<file path="src/rtl/txw_pkg.sv">
package txw_pkg;
  localparam int PTR_W  = 32;
  localparam int LEN_W  = 16;
  localparam int FLAG_W = 16;
  localparam int DESC_W = PTR_W + LEN_W + FLAG_W;

  localparam int FLAG_READY = 15;
  localparam int FLAG_WRAP  = 13;
  localparam int FLAG_LAST  = 11;

  typedef struct packed {
    logic [PTR_W-1:0]  ptr;
    logic [LEN_W-1:0]  len;
    logic [FLAG_W-1:0] flags;
  } txw_desc_t;

  typedef enum logic [2:0] {
    ST_IDLE,
    ST_RD_REQ,
    ST_RD_WAIT,
    ST_SEG,
    ST_WB
  } txw_state_e;
endpackage

</file>
<file path="src/rtl/txw_start_ctl.sv">
module txw_start_ctl (
  input  logic clk,
  input  logic rst_n,
  input  logic ctrl_enable,
  input  logic start_pulse,
  input  logic take,
  output logic pending
);
  always_ff @(posedge clk or negedge rst_n) begin
    if (!rst_n)
      pending <= 1'b0;
    else if (!ctrl_enable)
      pending <= 1'b0;
    else if (start_pulse)
      pending <= 1'b1;
    else if (take)
      pending <= 1'b0;
  end

  // a disabled controller never holds a start
  a_r7_no_pending_when_off: assert property (@(posedge clk) disable iff (!rst_n)
    !ctrl_enable |=> !pending);

  // an enabled start is always remembered
  a_r8_start_latched: assert property (@(posedge clk) disable iff (!rst_n)
    (start_pulse && ctrl_enable) |=> pending);
endmodule

</file>
<file path="src/rtl/txw_addr_gen.sv">
module txw_addr_gen #(
  parameter int ADDR_W = 32,
  parameter int STRIDE = 8
) (
  input  logic              clk,
  input  logic              rst_n,
  input  logic              base_wr_en,
  input  logic [ADDR_W-1:0] base_wr_data,
  input  logic              adv,
  input  logic              wrap,
  output logic [ADDR_W-1:0] cur_addr,
  output logic [ADDR_W-1:0] base_addr
);
  localparam logic [ADDR_W-1:0] ALIGN_MASK = ~{{(ADDR_W-2){1'b0}}, 2'b11};
  localparam logic [ADDR_W-1:0] STEP       = ADDR_W'(STRIDE);

  logic [ADDR_W-1:0] aligned;
  assign aligned = base_wr_data & ALIGN_MASK;

  always_ff @(posedge clk or negedge rst_n) begin
    if (!rst_n) begin
      base_addr <= '0;
      cur_addr  <= '0;
    end else if (base_wr_en) begin
      base_addr <= aligned;
      cur_addr  <= aligned;
    end else if (adv) begin
      cur_addr <= wrap ? base_addr : cur_addr + STEP;
    end
  end

  // a base write lands aligned in both registers
  a_r6_base_load: assert property (@(posedge clk) disable iff (!rst_n)
    base_wr_en |=> (cur_addr[1:0] == 2'b00) && (cur_addr == base_addr));

  // a plain advance steps by one descriptor
  a_r5_step: assert property (@(posedge clk) disable iff (!rst_n)
    (adv && !wrap && !base_wr_en) |=> cur_addr == $past(cur_addr) + STEP);

  // a wrap advance returns to the base
  a_r5_wrap: assert property (@(posedge clk) disable iff (!rst_n)
    (adv && wrap && !base_wr_en) |=> cur_addr == base_addr);
endmodule

</file>
<file path="src/rtl/txw_len_acc.sv">
module txw_len_acc #(
  parameter int LEN_W     = 16,
  parameter int MAX_FRAME = 2048
) (
  input  logic             clk,
  input  logic             rst_n,
  input  logic [LEN_W-1:0] req_len,
  output logic [LEN_W-1:0] clip_len,
  output logic             clip_hit,
  input  logic             commit,
  input  logic [LEN_W-1:0] commit_len,
  input  logic             commit_last
);
  localparam int ACC_W = $clog2(MAX_FRAME + 1);
  localparam int CMP_W = (LEN_W > ACC_W) ? LEN_W : ACC_W;
  localparam logic [CMP_W-1:0] MAX_C = CMP_W'(MAX_FRAME);

  logic [CMP_W-1:0] acc;
  logic [CMP_W-1:0] room;
  logic [CMP_W-1:0] req_c;

  assign room     = MAX_C - acc;
  assign req_c    = CMP_W'(req_len);
  assign clip_hit = req_c > room;
  assign clip_len = clip_hit ? LEN_W'(room) : req_len;

  always_ff @(posedge clk or negedge rst_n) begin
    if (!rst_n)
      acc <= '0;
    else if (commit)
      acc <= commit_last ? '0 : acc + CMP_W'(commit_len);
  end

  // running length never passes the frame limit
  a_r2_acc_bound: assert property (@(posedge clk) disable iff (!rst_n)
    acc <= MAX_C);

  // a closing buffer empties the accumulator
  a_r3_last_clears: assert property (@(posedge clk) disable iff (!rst_n)
    (commit && commit_last) |=> acc == '0);
endmodule

</file>
<file path="src/rtl/txw_ring_walker.sv">
module txw_ring_walker
  import txw_pkg::*;
#(
  parameter int ADDR_W     = 32,
  parameter int MAX_FRAME  = 2048,
  parameter int DESC_BYTES = 8
) (
  input  logic                clk,
  input  logic                rst_n,
  input  logic                ctrl_enable,
  input  logic                start_pulse,
  input  logic                base_wr_en,
  input  logic [ADDR_W-1:0]   base_wr_data,
  output logic                mem_req_valid,
  input  logic                mem_req_ready,
  output logic                mem_req_write,
  output logic [ADDR_W-1:0]   mem_req_addr,
  output logic [DESC_W-1:0]   mem_req_wdata,
  input  logic                mem_rsp_valid,
  input  logic [DESC_W-1:0]   mem_rsp_rdata,
  output logic                seg_valid,
  input  logic                seg_ready,
  output logic [PTR_W-1:0]    seg_ptr,
  output logic [LEN_W-1:0]    seg_len,
  output logic                seg_last,
  output logic                evt_buf_done,
  output logic                evt_frame_done,
  output logic                evt_babble,
  output logic                busy
);
  txw_state_e         state;
  txw_desc_t          desc_q;
  txw_desc_t          rsp_desc;
  logic [LEN_W-1:0]   seg_len_q;
  logic               babble_q;
  logic               pending;
  logic               take;
  logic               wb_done;
  logic [ADDR_W-1:0]  cur_addr;
  logic [ADDR_W-1:0]  base_addr;
  logic [LEN_W-1:0]   clip_len;
  logic               clip_hit;
  txw_desc_t          wb_desc;

  assign rsp_desc = txw_desc_t'(mem_rsp_rdata);
  assign take     = (state == ST_IDLE) && pending;
  assign wb_done  = (state == ST_WB) && mem_req_ready;

  txw_start_ctl u_start (
    .clk         (clk),
    .rst_n       (rst_n),
    .ctrl_enable (ctrl_enable),
    .start_pulse (start_pulse),
    .take        (take),
    .pending     (pending)
  );

  txw_addr_gen #(
    .ADDR_W (ADDR_W),
    .STRIDE (DESC_BYTES)
  ) u_addr (
    .clk          (clk),
    .rst_n        (rst_n),
    .base_wr_en   (base_wr_en),
    .base_wr_data (base_wr_data),
    .adv          (wb_done),
    .wrap         (desc_q.flags[FLAG_WRAP]),
    .cur_addr     (cur_addr),
    .base_addr    (base_addr)
  );

  txw_len_acc #(
    .LEN_W     (LEN_W),
    .MAX_FRAME (MAX_FRAME)
  ) u_len (
    .clk         (clk),
    .rst_n       (rst_n),
    .req_len     (rsp_desc.len),
    .clip_len    (clip_len),
    .clip_hit    (clip_hit),
    .commit      (wb_done),
    .commit_len  (seg_len_q),
    .commit_last (desc_q.flags[FLAG_LAST])
  );

  always_ff @(posedge clk or negedge rst_n) begin
    if (!rst_n) begin
      state          <= ST_IDLE;
      desc_q         <= '0;
      seg_len_q      <= '0;
      babble_q       <= 1'b0;
      evt_buf_done   <= 1'b0;
      evt_frame_done <= 1'b0;
      evt_babble     <= 1'b0;
    end else begin
      evt_buf_done   <= 1'b0;
      evt_frame_done <= 1'b0;
      evt_babble     <= 1'b0;
      unique case (state)
        ST_IDLE: if (pending) state <= ST_RD_REQ;
        ST_RD_REQ: if (mem_req_ready) state <= ST_RD_WAIT;
        ST_RD_WAIT: begin
          if (mem_rsp_valid) begin
            desc_q <= rsp_desc;
            if (!rsp_desc.flags[FLAG_READY]) begin
              state <= ST_IDLE;
            end else begin
              seg_len_q <= clip_len;
              babble_q  <= clip_hit;
              state     <= ST_SEG;
            end
          end
        end
        ST_SEG: if (seg_ready) state <= ST_WB;
        ST_WB: begin
          if (mem_req_ready) begin
            evt_buf_done   <= 1'b1;
            evt_frame_done <= desc_q.flags[FLAG_LAST];
            evt_babble     <= babble_q;
            state          <= ST_RD_REQ;
          end
        end
        default: state <= ST_IDLE;
      endcase
    end
  end

  always_comb begin
    wb_desc = desc_q;
    wb_desc.flags[FLAG_READY] = 1'b0;
  end

  assign mem_req_valid = (state == ST_RD_REQ) || (state == ST_WB);
  assign mem_req_write = (state == ST_WB);
  assign mem_req_addr  = cur_addr;
  assign mem_req_wdata = wb_desc;
  assign seg_valid     = (state == ST_SEG);
  assign seg_ptr       = desc_q.ptr;
  assign seg_len       = seg_len_q;
  assign seg_last      = desc_q.flags[FLAG_LAST];
  assign busy          = (state != ST_IDLE);

  // segment holds under back-pressure
  a_r10_seg_hold: assert property (@(posedge clk) disable iff (!rst_n)
    (seg_valid && !seg_ready) |=> seg_valid && $stable(seg_ptr) && $stable(seg_len) && $stable(seg_last));

  // memory request holds under back-pressure
  a_r10_req_hold: assert property (@(posedge clk) disable iff (!rst_n)
    (mem_req_valid && !mem_req_ready) |=> mem_req_valid && $stable(mem_req_addr) && $stable(mem_req_write) && $stable(mem_req_wdata));

  // written descriptor is never left ready
  a_r4_wb_not_ready: assert property (@(posedge clk) disable iff (!rst_n)
    (mem_req_valid && mem_req_write) |-> !mem_req_wdata[FLAG_READY]);

  // accepted write-back is followed by the buffer event
  a_r4_buf_event: assert property (@(posedge clk) disable iff (!rst_n)
    (mem_req_valid && mem_req_write && mem_req_ready) |=> evt_buf_done);

  // frame event only with a buffer event
  a_r3_frame_with_buf: assert property (@(posedge clk) disable iff (!rst_n)
    evt_frame_done |-> evt_buf_done);

  // no segment offered while idle
  a_r1_idle_quiet: assert property (@(posedge clk) disable iff (!rst_n)
    !busy |-> !seg_valid && !mem_req_valid);
endmodule

</file>
<file path="config.mk">
export PLATFORM = sky130hd
export DESIGN_NAME = txw_ring_walker
export DESIGN_NICKNAME = d
export VERILOG_FILES = /design/src/rtl/txw_pkg.sv /design/src/rtl/txw_start_ctl.sv /design/src/rtl/txw_addr_gen.sv /design/src/rtl/txw_len_acc.sv /design/src/rtl/txw_ring_walker.sv
export SDC_FILE = /design/constraint.sdc
export NUM_CORES = 1
export LEC_CHECK = 0
export ABC_CLOCK_PERIOD_IN_PS = 5930
export BUFFER_PORTS_ARGS = -buffer_cell sky130_fd_sc_hd__buf_4
export CORE_ASPECT_RATIO = 0.75
export CORE_MARGIN = 4
export CORE_UTILIZATION = 55
export CTS_BUF_LIST = sky130_fd_sc_hd__clkbuf_16
export DETAILED_ROUTE_END_ITERATION = 6
export PLACE_DENSITY_LB_ADDON = 0.2
export SKIP_LAST_GASP = 1
export SLEW_MARGIN = 20
export SYNTH_ARGS = -nofsm -noshare
export SYNTH_HDL_FRONTEND = slang
export SYNTH_SLANG_ARGS = --single-unit
</file>
<file path="constraint.sdc">
create_clock -name clk -period 5.93 [get_ports clk]
set_input_delay 0.2965 -clock clk [delete_from_list [all_inputs] [get_ports clk]]
set_output_delay 0.2965 -clock clk [all_outputs]
set_load 0.005 [all_outputs]
</file>
# Yosys cells after proc, flatten, opt, wreduce, memory -nomap -nowiden
# Index checks and enable logic that the tools add are counted.
classes:
  addsub: 3
  n_lt_le_gt_ge: 1
  eq_ne: 10
  n_mux: 21
  reduce_logical: 9
op_table:
  columns: ["op", "count"]
  rows:
  - ["two-way mux 32 bit", 3]
  - ["adder 32 x 4 -> 32 bit (second input constant)", 1]
  - ["two-way mux 16 bit", 2]
  - ["adder 16 bit", 1]
  - ["greater-than comparator 16 bit", 1]
  - ["subtractor 12 x 16 -> 16 bit (first input constant)", 1]
  - ["two-way mux 3 bit", 5]
  - ["one-hot mux 3 bit (5 select lines)", 1]
  - ["two-way mux 1 bit", 9]
  - ["equality test 3 x 2 -> 1 bit (second input constant)", 2]
  - ["!= test 2 bit (second input constant)", 3]
  - ["AND reduction 5 bit", 1]
  - ["!= test 2 x 1 -> 1 bit (second input constant)", 2]
  - ["equality test 3 x 1 -> 1 bit (second input constant)", 1]
  - ["equality test 3 bit (second input constant)", 1]
  - ["zero test 3 bit", 1]
  - ["!= test 3 x 1 -> 1 bit (second input constant)", 1]
  - ["AND reduction 3 bit", 1]
  - ["nonzero test 3 bit", 1]
  - ["logical AND 1 bit", 2]
  - ["two-way mux 2 bit", 1]
  - ["AND reduction 2 bit", 1]
  - ["nonzero test 2 bit", 1]
  - ["logical OR 1 bit", 1]
totals:
  regBits: 165
  in_bits: 104
  out_inout_bits: 152
  word_cells: 57

# Longest topological paths before layout
# Gate-level depths: netlist of run 1.
depth:
  ltp_word: 5
  depth_mapped: 16
  ltp_nobuf: 14

# Hierarchy
# Synthesis of run 1 repeated with hierarchy kept, for this count alone.
unflattened:
  hier_cells: 907
  hier_area_um2: 9362.7
by_module_without_submodules:
  columns: ["mod", "instances", "cells_per_inst", "area_per_inst_um2", "seq_area_each_um2"]
  rows:
  - ["txw_ring_walker", 1, 241, 3590.9, 2152.1]
  - ["txw_addr_gen", 1, 397, 3548.4, 1501.4]
  - ["txw_len_acc", 1, 266, 2177.1, 400.4]
  - ["txw_start_ctl", 1, 3, 46.3, 25.0]

# Worst setup path after synthesis of run 1
# OpenSTA, ideal clock, no wires.
synth_path:
  path_kind: "register to register"
  from: "register u_len.acc[0]"
  to: "register seg_len_q[14], in the netlist seg_len[14]"
  setup_time_ps: 126
  arrival_ps: 3129
  required_time_ps: 5804
  path_slack_ps: 2675
  path_stages_with_launch: 16
  path_buffers: 1
  period_less_slack_ps: 3255
  cell_sequence: "dfrtp_1 > inv_1 > ha_1 > nor3b_2 > nand2_1 > or4_1 > xnor2_1 > ha_1 > nand2_1 > nor2_1 > a211oi_1 > o21ai_1 > o2111ai_2 > buf_2 > nor2_1 > a221o_1"
synth_between:
  elab_chain_cells: 3
synth_lines:
  columns: ["item", "line_no", "rtl"]
  rows:
  - ["from (decl)", "txw_len_acc.sv:18", "logic [CMP_W-1:0] acc;"]
  - ["from (signal assigned)", "txw_len_acc.sv:31", "acc <= commit_last ? '0 : acc + CMP_W'(commit_len);"]
  - ["subtractor 12 x 16 -> 16 bit (*)", "txw_len_acc.sv:22", "assign room = MAX_C - acc;"]
  - ["greater-than comparator 16 bit", "txw_len_acc.sv:24", "assign clip_hit = req_c > room;"]
  - ["two-way mux 16 bit (*)", "txw_len_acc.sv:25", "assign clip_len = clip_hit ? LEN_W'(room) : req_len;"]
  - ["to (signal assigned)", "txw_ring_walker.sv:108", "seg_len_q <= clip_len;"]
  - ["to (decl)", "txw_ring_walker.sv:34", "logic [LEN_W-1:0] seg_len_q;"]
# Every way passes the cells marked *; elsewhere a longest branch is shown, timed or not.
# A chain may end at the register's enable or synchronous reset.

# Worst setup path after layout of run 1
layout_path:
  from: "register u_len.acc[0]"
  to: "register seg_len_q[3], in the netlist seg_len[3]"
# The elaborated chain is that of the path after synthesis.

==> results of run 1 <==
## worst paths after layout
path	from	slack (ps)	end
min in group clk	base_wr_data[17]	80	u_addr.cur_addr[17]$_DFFE_PN0P_
setup / recovery	u_len.acc[0]$_DFFE_PN0P_	2030	seg_len[3]$_DFFE_PN0P_
max in group asynchronous	rst_n	4670	mem_req_wdata[14]$_DFFE_PN0P_
hold reg to reg	babble_q$_DFFE_PN0P_	500	babble_q$_DFFE_PN0P_
hold / removal	rst_n	-30	u_addr.base_addr[21]$_DFFE_PN0P_
setup reg to reg	u_len.acc[0]$_DFFE_PN0P_	2030	seg_len[3]$_DFFE_PN0P_
## stage by stage
step / hold WS, ps / instances / setup slack, ps / power [mW]
finish: -29.4 / 1256 / 2030 / 5.46
floorplan: 0.909 / 845 / 2670 / 3.38
detailed placement: 469 / 1224 / 2100 / 4.31
global placement: 461 / 1224 / 1910 / 4.24
CTS: 27.8 / 1256 / 2070 / 5.49
global route: 60.0 / 1256 / 1690 / 5.85
## layer usage
metal / vias up / GRT usage [%]
li1: 3390 / -
met5: - / 0
met4: 0 / 8.43
met3: 30 / 7.00
met2: 332 / 37.1
met1: 3425 / 34.5
## final cells by class
cell class,instances,area (um2)
Fill cell,1142,4310
Sequential cell,163,4080
Multi-Input combinational cell,570,4040
Timing Repair Buffer,254,1910
Clock buffer,17,425
Tap cell,205,256
Clock inverter,15,179
Inverter,32,120
## worst max-delay path: cells and delay by family (launching register included)
kind,cells,cell delay [ps]
AOI/OAI and AO/OA,4,1360
adders and majority gates,2,460
buffers and inverters,1,130
DFF,1,460
xor gates and xnor gates,1,220
and+or+nand+nor,6,1170
## power groups by stage
stage	clock (mW)	combinational [mW]	sequential [mW]
global placement	0	2.37	1.87
CTS	1.15	2.46	1.88
detailed placement	0	2.43	1.89
global route	1.20	2.71	1.94
finish	1.13	2.45	1.88
floorplan	0	1.57	1.80
## synthesized netlist by cell type (all sizes together) (3+ instances only)
| cell type | count |
|---|---|
| a211oi | 5 |
| a21o | 10 |
| a21oi | 57 |
| a221o | 17 |
| a22o | 14 |
| a22oi | 4 |
| a31oi | 9 |
| and2 | 3 |
| and3 | 11 |
| and4 | 3 |
| buf | 56 |
| clkbuf | 24 |
| dfrtp | 163 |
| ha | 33 |
| inv | 32 |
| mux2 | 72 |
| mux2i | 5 |
| nand2 | 66 |
| nand2b | 4 |
| nand3 | 19 |
| nand3b | 4 |
| nand4 | 9 |
| nor2 | 59 |
| nor2b | 5 |
| nor3 | 14 |
| nor3b | 3 |
| nor4 | 3 |
| o211ai | 3 |
| o21ai | 64 |
| o21bai | 6 |
| o221ai | 3 |
| o22ai | 6 |
| o31ai | 7 |
| o41ai | 3 |
| xnor2 | 17 |
| xor2 | 16 |
## sequential cells by signal, indices dropped and copies added (netlist names)
register / cells
seg_ptr: 32
mem_req_wdata: 31
u_addr.base_addr: 30
u_addr.cur_addr: 30
seg_len: 16
u_len.acc: 16
state: 3
babble_q: 1
evt_babble: 1
evt_buf_done: 1
evt_frame_done: 1
u_start.pending: 1
## cell families after synthesis
kind of cell | count (synthesis) | synth area share (%)
other | 1 | 0.0432
adders and majority gates | 34 | 4.99
buffers and inverters | 112 | 6.62
xor gates and xnor gates | 33 | 3.33
and+or+nand+nor | 205 | 11.7
AOI/OAI and AO/OA | 218 | 16.4
DFF | 163 | 47.0
muxes | 77 | 9.93
==> key figures, run 1 <==
Run status
  – Outcome: finished, violations left
  – Violations in the final reports: hold timing

Synthesis
  – Gate count of the mapped netlist: 843
  – Synthesis warning total: 0
  – Count of unique library cells instantiated by Yosys: 60
  – Most used flip-flop cell after synthesis: sky130_fd_sc_hd__dfrtp_1
  – Top cell type's share of synthesized area: 47.0%
  – Average instance area after synthesis: 10.3 um2
  – Async set or reset register ratio after synthesis: 100%
  – Cell taking the most area after synthesis: sky130_fd_sc_hd__dfrtp_1
  – Largest cells by area after synthesis: sky130_fd_sc_hd__dfrtp_1 (47%), sky130_fd_sc_hd__mux2_2 (9.3%), sky130_fd_sc_hd__ha_1 (4.8%)
  – Synthesized area: 8670 um2
  – Proportion of synthesized chip area in sequential cells: 47.0%
  – Synth Register Bits: 163
  – EDFF count, synth: 0

CTS
  – CTS clk-pin slew, worst paths: 70 ps
  – Cts bufs inserted: 17
  – Clock sink total: 163
  – Setup Buffers After CTS: 0
  – Post-CTS resize count: 0
  – CTS tree: done
  – Root Driver: sky130_fd_sc_hd__clkbuf_16
  – Number of buffers inserted by hold repair at cts: 0
  – Deepest level of the CTS H-tree: 4
  – Worst-Skew Late Latency: 430 ps
  – Worst-case clock buffer depth: 2

Setup path
  – Worst-case reg-to-reg path depth: 14
  – Worst Setup Start Kind: flop
  – Crit Path Max Fanout: 17
  – Series of cell instances along the critical path: inv_1, ha_1, nor3b_2, nand2_1, or4_1, xnor2_1, ha_1, nand2_1, nor2_1, a211oi_1, o21ai_1, o2111ai_2, nor2_1, a221o_1
  – Crit Path Class: flop to flop
  – Cell type of the slowest stage on the worst timing path: sky130_fd_sc_hd__o2111ai_2
  – Maximum cell stage delay along the critical path: 680 ps
  – Worst endpoint required time: 6240 ps
  – Crit. End Element: flop
  – Arrival @ worst endpoint: 4210 ps

Route
  – Sum of routed wire length over all layers: 22.2 mm
  – Topmost layer with routed signal wires: met4
  – Residual antenna-violating net count after detailed routing: 0
  – Detailed-router iteration count before antenna repair: 5
  – Routed via count: 7177
  – Met3 WL: 2.09 mm
  – WL/cell: 17.7 um
  – Detailed-route vias per instance: 5.71
  – Violation count after the first detailed-routing iteration: 534
  – Met2 wire length: 10.1 mm
  – DR DRC count: 0
  – Routed met1 length: 9.61 mm

Timing
  – RSZ-0062 raised after global routing: no
  – Slew Limit Headroom: 35.7%
  – Final sum of negative setup slack: 0 ps
  – Final period util: 65.8%
  – Final setup violation count: 0
  – Final worst hold slack: -29.4 ps
  – Shortest period the worst path allows: 3900 ps
  – Number of max-slew violations in the final report: 0
  – Hold violation count in the final report: 15
  – Worst Tran Pin Value: 964 ps
  – Peak Freq: 0.256 GHz
  – Worst clock skew: 9.74 ps

Final layout
  – Fin area: 11000 um2
  – Antenna Diode Count: 0
  – Fraction of final layout cells sized beyond drive strength 1: 35.2%
  – Most frequent cells in the layout: sky130_fd_sc_hd__buf_4 (253), sky130_fd_sc_hd__dfrtp_1 (163), sky130_fd_sc_hd__mux2_2 (72), sky130_fd_sc_hd__nand2_1 (65), sky130_fd_sc_hd__o21ai_0 (58)
  – Most common library cell in the layout ignoring fill and taps: sky130_fd_sc_hd__buf_4
  – Area growth syn-to-layout: 26.9%
  – Layout net count: 1176
  – Core occupancy in the finished layout: 71.8%

GRT
  – Antenna violations before repair: 0
  – Global-route wire length before repair: 35.2 mm
  – Pin count of the biggest net entering global routing: 108
  – Global route total overflow: 0
  – Number of global-route vias before repair: 6813
  – Gr usage total: 24.6%

Flow run
  – MaxCap Viol Count: 0

Placement
  – Final RePlAce weighted congestion: 0.852
  – Post-Place Cell Area: 10400 um2
  – Half-perimeter wire length after placement: 15.6 mm
  – Count of buffers inserted at the top-level ports: 250

Floorplan
  – Die boundary width: 153 um
  – Placement Rows: 39
  – Effective utilization at floorplan: 56.6%
  – Chip height: 117 um
  – I/O pin cnt: 256
  – Overall die area: 17900 um2
  – Area of the core region: 15300 um2

Power and ir drop
  – Peak supply drop: 0.314 mV
  – Total power density per cell area: 496 nW/um2
  – Net Sw Frac: 36.5%
  – Share of power burned in the clock network: 20.7%
  – Leakage power summed over all cells: 5.27 nW
  – Internal power: 3.47 mW
  – Switch Pwr: 1.99 mW
  – Gate power share: 44.8%
  – Sequential fraction of design power: 34.5%

Worst hold path
  – HP Class: input pin to asynchronous set/reset pin
Power figures use the tool's default switching activity.
==> run 2, diff against run 1 <==
--- a/config.mk
+++ b/config.mk
@@ -5,11 +5,11 @@
 export SDC_FILE = /design/constraint.sdc
 export NUM_CORES = 1
 export LEC_CHECK = 0
-export ABC_CLOCK_PERIOD_IN_PS = 5930
+export ABC_CLOCK_PERIOD_IN_PS = 3900
 export BUFFER_PORTS_ARGS = -buffer_cell sky130_fd_sc_hd__buf_4
 export CORE_ASPECT_RATIO = 0.75
 export CORE_MARGIN = 4
-export CORE_UTILIZATION = 55
+export CORE_UTILIZATION = 52
 export CTS_BUF_LIST = sky130_fd_sc_hd__clkbuf_16
 export DETAILED_ROUTE_END_ITERATION = 6
 export PLACE_DENSITY_LB_ADDON = 0.2
==> constraint.sdc (replaced) <==
create_clock -name clk -period 3.9 [get_ports clk]
set_input_delay 0.195 -clock clk [delete_from_list [all_inputs] [get_ports clk]]
set_output_delay 0.195 -clock clk [all_outputs]
set_load 0.005 [all_outputs]
==> key figures, run 2 (synthesized netlist as in run 1, its figures left out) <==
Flow run
  – MaxCap Viol Count: 0 (unchanged)

Timing
  – Number of max-slew violations in the final report: 0 (unchanged)
  – Peak Freq: 0.285 GHz (+11%)
  – Hold violation count in the final report: 0 (-15)
  – Worst clock skew: 11.8 ps (+2.07 ps)
  – Shortest period the worst path allows: 3510 ps (-395 ps)
  – Final sum of negative setup slack: 0 ps (unchanged)
  – RSZ-0062 raised after global routing: no
  – Final setup slack of the worst path: 393 ps (-1630 ps)
  – Worst Tran Pin Value: 991 ps (+27.1 ps)
  – Final period util: 89.9% (+24 points)
  – Final setup violation count: 0 (unchanged)
  – Slew Limit Headroom: 33.9% (-1.9 points)

Route
  – DR DRC count: 0 (unchanged)
  – WL/cell: 19.3 um (+9.2%)
  – Met2 wire length: 12.3 mm (+21%)
  – Met3 WL: 2.08 mm (-0.91%)
  – Detailed-route vias per instance: 5.67 (-0.71%)
  – Detailed-router iteration count before antenna repair: 4 (-1)
  – Routed met1 length: 10.8 mm (+12%)
  – Topmost layer with routed signal wires: met4
  – Routed via count: 7546 (+5.1%)
  – Violation count after the first detailed-routing iteration: 640 (+20%)
  – Sum of routed wire length over all layers: 25.6 mm (+16%)
  – Residual antenna-violating net count after detailed routing: 0 (unchanged)

Worst hold path
  – HP Class: input pin to flop

Setup path
  – Crit. End Element: flop
  – Maximum cell stage delay along the critical path: 630 ps (-50 ps)
  – Cell type of the slowest stage on the worst timing path: sky130_fd_sc_hd__nor2b_2
  – Arrival @ worst endpoint: 3870 ps (-340 ps)
  – Series of cell instances along the critical path: inv_1, ha_1, nor3b_2, nand2_1, or4_1, xnor2_1, ha_1, nand2_1, nor2_1, a211oi_1, o21ai_1, o21ai_0, nor2b_2, a221o_1
  – Crit Path Class: flop to flop
  – Worst Setup Start Kind: flop
  – Flop-to-flop setup slack: 390 ps (-1630 ps)
  – Crit Path Max Fanout: 16 (-1)
  – Worst endpoint required time: 4260 ps (-1980 ps)

Final layout
  – Fraction of final layout cells sized beyond drive strength 1: 33.7% (-1.5 points)
  – Most common library cell in the layout ignoring fill and taps: sky130_fd_sc_hd__buf_4
  – Multi-input gate area: 4040 um2 (unchanged)
  – Fill cell count: 1147 (+0.44%)
  – Area growth syn-to-layout: 34.8%
  – Fin area: 11700 um2 (+6.2%)
  – Antenna Diode Count: 0 (unchanged)
  – Non-filler instance count after layout: 1330 (+5.9%)
  – Most frequent cells in the layout: sky130_fd_sc_hd__buf_4 (260), sky130_fd_sc_hd__dfrtp_1 (163), sky130_fd_sc_hd__mux2_2 (72), sky130_fd_sc_hd__nand2_1 (65), sky130_fd_sc_hd__dlygate4sd3_1 (62)
  – Layout net count: 1246 (+6.0%)
  – Sequential cell area: 4080 um2 (unchanged)
  – Flip-flop count of the largest register, all copies and words added: 32 (unchanged)

GRT
  – Number of global-route vias before repair: 7576 (+11%)
  – Pin count of the biggest net entering global routing: 102 (-5.6%)
  – Global-route wire length before repair: 40.5 mm (+15%)
  – Antenna violations before repair: 0 (unchanged)
  – Global route total overflow: 0 (unchanged)
  – Gr usage total: 27.1% (+2.5 points)

CTS
  – Number of buffers inserted by hold repair at cts: 62 (+62)
  – CTS tree: done
  – Clock sink total: 163 (unchanged)
  – Setup Buffers After CTS: 0 (unchanged)
  – Root Driver: sky130_fd_sc_hd__clkbuf_16
  – Deepest level of the CTS H-tree: 4 (unchanged)
  – Post-CTS resize count: 0 (unchanged)
  – Worst-case clock buffer depth: 2 (unchanged)
  – Cts bufs inserted: 17 (unchanged)
  – Worst-Skew Late Latency: 430 ps (about the same)
  – CTS clk-pin slew, worst paths: 70 ps (about the same)

Power and ir drop
  – Leakage power summed over all cells: 5.56 nW (+5.5%)
  – Sequential fraction of design power: 33.7% (-0.8 points)
  – Net Sw Frac: 37.3% (+0.84 points)
  – Share of power burned in the clock network: 20.1% (-0.6 points)
  – Peak supply drop: 0.420 mV (+34%)
  – Switch Pwr: 3.18 mW (+60%)
  – Total power density per cell area: 729 nW/um2 (+47%)
  – Internal power: 5.35 mW (+54%)
  – Gate power share: 46.2% (+1.4 points)

Floorplan
  – Chip height: 120 um (+2.7%)
  – Die boundary width: 157 um (+2.7%)
  – Placement Rows: 40 (+2.6%)
  – Effective utilization at floorplan: 53.6% (-3.0 points)
  – Overall die area: 18800 um2 (+5.4%)
  – I/O pin cnt: 256 (unchanged)
  – Area of the core region: 16200 um2 (+5.5%)

Placement
  – Final RePlAce weighted congestion: 0.845 (-0.86%)
  – Pre-CTS setup slack: 30.5 ps (-2070 ps)
  – Count of buffers inserted at the top-level ports: 250 (unchanged)
  – Post-Place Cell Area: 10500 um2 (+0.73%)
  – Half-perimeter wire length after placement: 17.3 mm (+11%)
  – Number of cells after detailed placement: 1237 (+1.1%)

Run status
  – Outcome: complete, no violations
-- run 2: stage by stage --
| stage | power [mW] | hold slack (ps) | util, % |
|---|---|---|---|
| after floorplan | 5.14 | -101 | - |
| after global placement | 6.58 | 372 | 64.8 |
| after detailed placement | 6.69 | 375 | 64.8 |
| after CTS | 8.48 | 0.135 | 72.3 |
| after global routing | 9.09 | 2.93 | 72.3 |
| final | 8.53 | 11.0 | 72.3 |
-- run 2: power groups by stage --
stage,registers (mW),logic (mW),clock network (mW)
floorplan,2.74,2.39,0
CTS,2.84,3.91,1.72
global placement,2.84,3.73,0
finish,2.87,3.94,1.71
global route,2.95,4.33,1.81
detailed placement,2.86,3.83,0
-- run 2: layout make-up --
cell class / count / share of cell area, %
well taps: 210 / 2.25
repair buffers: 324 / 22.3
inverters: 32 / 1.03
flip-flops and latches: 163 / 34.9
multi-input cells: 570 / 34.5
clock inverters: 14 / 1.40
clock buffers: 17 / 3.64
-- run 2: layer usage --
layer | vias up | track usage [%]
met5 | - | 0
met4 | 0 | 8.11
met3 | 45 | 8.51
met2 | 296 | 42.6
met1 | 3681 | 36.1
li1 | 3524 | -
-- run 2: path summary, 6_finish.rpt --
path                                          start                               to  cells past startpoint
hold reg to reg                babble_q$_DFFE_PN0P_             babble_q$_DFFE_PN0P_                      2
hold / removal                      base_wr_data[2]  u_addr.base_addr[2]$_DFFE_PN0P_                      2
setup reg to reg           u_len.acc[0]$_DFFE_PN0P_           seg_len[7]$_DFFE_PN0P_                     14
min in group asynchronous                     rst_n    mem_req_wdata[28]$_DFFE_PN0P_                      2
setup / recovery           u_len.acc[0]$_DFFE_PN0P_           seg_len[7]$_DFFE_PN0P_                     14
max in group asynchronous                     rst_n          seg_ptr[18]$_DFFE_PN0P_                      3
-- run 2: critical path, delay by kind of cell, from the launching register on --
kind	cells	cell delay, ps
and+or+nand+nor	6	1570
AOI/OAI and AO/OA	4	730
adders and majority gates	2	470
DFF	1	370
xor gates and xnor gates	1	210
buffers and inverters	1	90
==> run 3, diff against run 2 <==
--- a/config.mk
+++ b/config.mk
@@ -5,11 +5,11 @@
 export SDC_FILE = /design/constraint.sdc
 export NUM_CORES = 1
 export LEC_CHECK = 0
-export ABC_CLOCK_PERIOD_IN_PS = 3900
+export ABC_CLOCK_PERIOD_IN_PS = 2900
 export BUFFER_PORTS_ARGS = -buffer_cell sky130_fd_sc_hd__buf_4
 export CORE_ASPECT_RATIO = 0.75
 export CORE_MARGIN = 4
-export CORE_UTILIZATION = 52
+export CORE_UTILIZATION = 47
 export CTS_BUF_LIST = sky130_fd_sc_hd__clkbuf_16
 export DETAILED_ROUTE_END_ITERATION = 6
 export PLACE_DENSITY_LB_ADDON = 0.2
==> constraint.sdc (replaced) <==
create_clock -name clk -period 2.9 [get_ports clk]
set_input_delay 0.145 -clock clk [delete_from_list [all_inputs] [get_ports clk]]
set_output_delay 0.145 -clock clk [all_outputs]
set_load 0.005 [all_outputs]
==> key figures, run 3 (synthesized netlist as in run 1, its figures left out) <==
Run status
  – Outcome: finished, violations left
  – Violations in the final reports: setup timing

Worst hold path
  – HP Class: input pin to flop
  – Instance count along the most critical hold path: 3 (+1)
  – Launch point of the worst hold path: seg_ready
  – Hold Path End: state[2]$_DFFE_PN0P_

Power and ir drop
  – PnR Total Power: 12.5 mW (+46%)
  – Peak supply drop: 0.525 mV (+25%)
  – Leakage power summed over all cells: 6.02 nW (+8.3%)
  – Switch Pwr: 4.58 mW (+44%)
  – Gate power share: 50.3% (+4.1 points)
  – Net Sw Frac: 36.7% (-0.58 points)
  – Sequential fraction of design power: 30.4% (-3.3 points)
  – Internal power: 7.89 mW (+48%)
  – Share of power burned in the clock network: 19.3% (-0.8 points)
  – Total power density per cell area: 988 nW/um2 (+35%)

Timing
  – Shortest period the worst path allows: 3250 ps (-262 ps)
  – RSZ-0062 raised after global routing: yes
  – Final setup violation count: 17 (+17)
  – Final sum of negative setup slack: -5190 ps (-5190 ps)
  – Final period util: 112% (+22 points)
  – Peak Freq: 0.308 GHz (+8.1%)
  – Number of max-slew violations in the final report: 0 (unchanged)
  – Worst clock skew: 19.7 ps (+7.92 ps)
  – Worst Tran Pin Value: 838 ps (-153 ps)
  – Hold violation count in the final report: 0 (unchanged)
  – Final setup slack of the worst path: -345 ps (-738 ps)
  – Slew Limit Headroom: 43.9% (+10 points)

Route
  – Violation count after the first detailed-routing iteration: 500 (-22%)
  – Detailed-router iteration count before antenna repair: 5 (+1)
  – DR DRC count: 0 (unchanged)
  – Detailed-route vias per instance: 5.36 (-5.5%)
  – Routed via count: 7765 (+2.9%)
  – WL/cell: 18.3 um (-5.1%)
  – Residual antenna-violating net count after detailed routing: 0 (unchanged)
  – Sum of routed wire length over all layers: 26.5 mm (+3.3%)

Setup path
  – Worst-case reg-to-reg path depth: 15 (+1)
  – Count of buffer and inverter cells on the critical path: 4 (+3)
  – Crit Path Class: flop to flop
  – Maximum cell stage delay along the critical path: 420 ps (-210 ps)
  – Arrival @ worst endpoint: 3550 ps (-320 ps)
  – Beginning of the worst register-to-register path: u_len.acc[0]$_DFFE_PN0P_
  – Cell type of the slowest stage on the worst timing path: sky130_fd_sc_hd__dfrtp_2
  – Cell type with the highest occurrence count on the critical path: sky130_fd_sc_hd__buf_4
  – Series of cell instances along the critical path: buf_4, nor4_4, buf_4, nand3_4, a2111oi_4, xor2_1, ha_1, nand4_1, nor3_4, o21a_1, buf_4, o2111ai_4, buf_4, nor2_1, a221o_1
  – Capture point of the worst reg-to-reg path: seg_len[10]$_DFFE_PN0P_
  – Crit Path Max Fanout: 4 (-12)
  – Cell family with most CP delay: compound AO/OA/AOI/OAI gates
  – Crit. End Element: flop
  – Worst Setup Start Kind: flop
  – Flop-to-flop setup slack: -350 ps (-740 ps)
  – Worst endpoint required time: 3200 ps (-1060 ps)

Final layout
  – Area growth syn-to-layout: 45.7%
  – Core occupancy in the finished layout: 70.7% (-1.6 points)
  – Flip-flop count of the largest register, all copies and words added: 32 (unchanged)
  – Fin area: 12600 um2 (+8.0%)
  – Most common library cell in the layout ignoring fill and taps: sky130_fd_sc_hd__buf_4
  – Multi-input gate area: 4140 um2 (+2.5%)
  – Non-filler instance count after layout: 1448 (+8.9%)
  – Antenna Diode Count: 0 (unchanged)
  – Most frequent cells in the layout: sky130_fd_sc_hd__buf_4 (305), sky130_fd_sc_hd__dfrtp_1 (161), sky130_fd_sc_hd__dlygate4sd3_1 (97), sky130_fd_sc_hd__mux2_2 (72), sky130_fd_sc_hd__nand2_1 (63)
  – Fill cell count: 1333 (+16%)
  – Sequential cell area: 4080 um2 (about the same)
  – Fraction of final layout cells sized beyond drive strength 1: 36.8% (+3.2 points)
  – Layout net count: 1331 (+6.8%)

CTS
  – Cts bufs inserted: 17 (unchanged)
  – Deepest level of the CTS H-tree: 4 (unchanged)
  – CTS clk-pin slew, worst paths: 70 ps (about the same)
  – Clock sink total: 163 (unchanged)
  – Worst-case clock buffer depth: 2 (unchanged)
  – CTS tree: done
  – Root Driver: sky130_fd_sc_hd__clkbuf_16
  – Worst-Skew Late Latency: 430 ps (about the same)

Floorplan
  – Die boundary width: 165 um (+4.9%)
  – Effective utilization at floorplan: 48.5% (-5.1 points)
  – Overall die area: 20700 um2 (+10%)
  – Chip height: 126 um (+4.8%)
  – I/O pin cnt: 256 (unchanged)
  – Area of the core region: 17900 um2 (+11%)
  – Placement Rows: 42 (+5.0%)

Placement
  – Number of cells after detailed placement: 1309 (+5.8%)
  – Post-Place Cell Area: 10900 um2 (+3.6%)
  – Final RePlAce weighted congestion: 0.867 (+2.6%)
  – Count of buffers inserted at the top-level ports: 250 (unchanged)
  – Half-perimeter wire length after placement: 18.2 mm (+4.9%)

GRT
  – Gr usage total: 25.8% (-1.3 points)
  – Pin count of the biggest net entering global routing: 66 (-35%)
  – Global-route wire length before repair: 42.6 mm (+5.4%)
  – Antenna violations before repair: 0 (unchanged)
  – Global route total overflow: 0 (unchanged)
  – Number of global-route vias before repair: 7762 (+2.5%)

Flow run
  – MaxCap Viol Count: 0 (unchanged)
## run 3: changes by cell type in the layout (fill, tap and decap cells not counted), sizes merged
cell / before / now
inv: 33 / 38
dlygate4sd3: 62 / 97
buf: 262 / 312
clkinvlp: 4 / 0
## run 3: worst max-delay path by stage
stage,start,to,cells after the start
global placement,u_len.acc[1]$_DFFE_PN0P_,seg_len[1]$_DFFE_PN0P_,14
finish,u_len.acc[0]$_DFFE_PN0P_,seg_len[10]$_DFFE_PN0P_,15
global route,u_len.acc[1]$_DFFE_PN0P_,seg_len[6]$_DFFE_PN0P_,17
floorplan,u_len.acc[0]$_DFFE_PN0P_,seg_len[14]$_DFFE_PN0P_,15
CTS,u_len.acc[1]$_DFFE_PN0P_,seg_len[6]$_DFFE_PN0P_,15
detailed placement,u_len.acc[1]$_DFFE_PN0P_,seg_len[15]$_DFFE_PN0P_,14
## run 3: repair_timing
item / CTS / global route
setup endpoints to repair: 17 / 18
pin swaps: 6 / 7
resized for setup: 11 / 10
hold endpoints to repair: 195 / 0
buffers inserted: 5 / 4
hold buffers: 97 / 0
gates cloned: 0 / 1
## run 3: worst reg2reg max path: stages (launching register included)
cell and delay, ps:
sky130_fd_sc_hd__dfrtp_2 420, sky130_fd_sc_hd__buf_4 150, sky130_fd_sc_hd__nor4_4 120, sky130_fd_sc_hd__buf_4 170, sky130_fd_sc_hd__nand3_4 100, sky130_fd_sc_hd__a2111oi_4 300, sky130_fd_sc_hd__xor2_1 290, sky130_fd_sc_hd__ha_1 310
sky130_fd_sc_hd__nand4_1 170, sky130_fd_sc_hd__nor3_4 70, sky130_fd_sc_hd__o21a_1 120, sky130_fd_sc_hd__buf_4 140, sky130_fd_sc_hd__o2111ai_4 250, sky130_fd_sc_hd__buf_4 190, sky130_fd_sc_hd__nor2_1 50, sky130_fd_sc_hd__a221o_1 260
## run 3: metrics by stage
stage | hold slack (ps) | setup WS [ps]
after floorplan | -151 | -266
after global placement | 171 | -742
after detailed placement | 165 | -814
after CTS | 5.05 | -280
after global routing | 57.9 | -494
final | 27.0 | -345
## run 3: area by class of cell
cell class	count	share of cell area, %
clock inverters	15	1.56
flip-flops and latches	163	32.3
inverters	32	0.951
clock buffers	17	3.37
well taps	242	2.40
multi-input cells	570	32.8
repair buffers	409	26.6
## run 3: power groups by stage
stage               Sequential (mW)  Clock [mW]  Combinational (mW)
finish                         3.79        2.41                6.28
detailed placement             3.79           0                5.72
CTS                            3.77        2.45                6.04
global placement               3.77           0                5.62
floorplan                      3.70           0                3.25
global route                   3.90        2.54                6.90
## run 3: layer usage
layer / vias up / track usage [%] / routed length, um
met5: - / 0 / 0
met4: 0 / 6.41 / 418
met3: 28 / 7.45 / 2070
met2: 294 / 39.6 / 12200
met1: 3732 / 36.1 / 11800
li1: 3711 / - / -
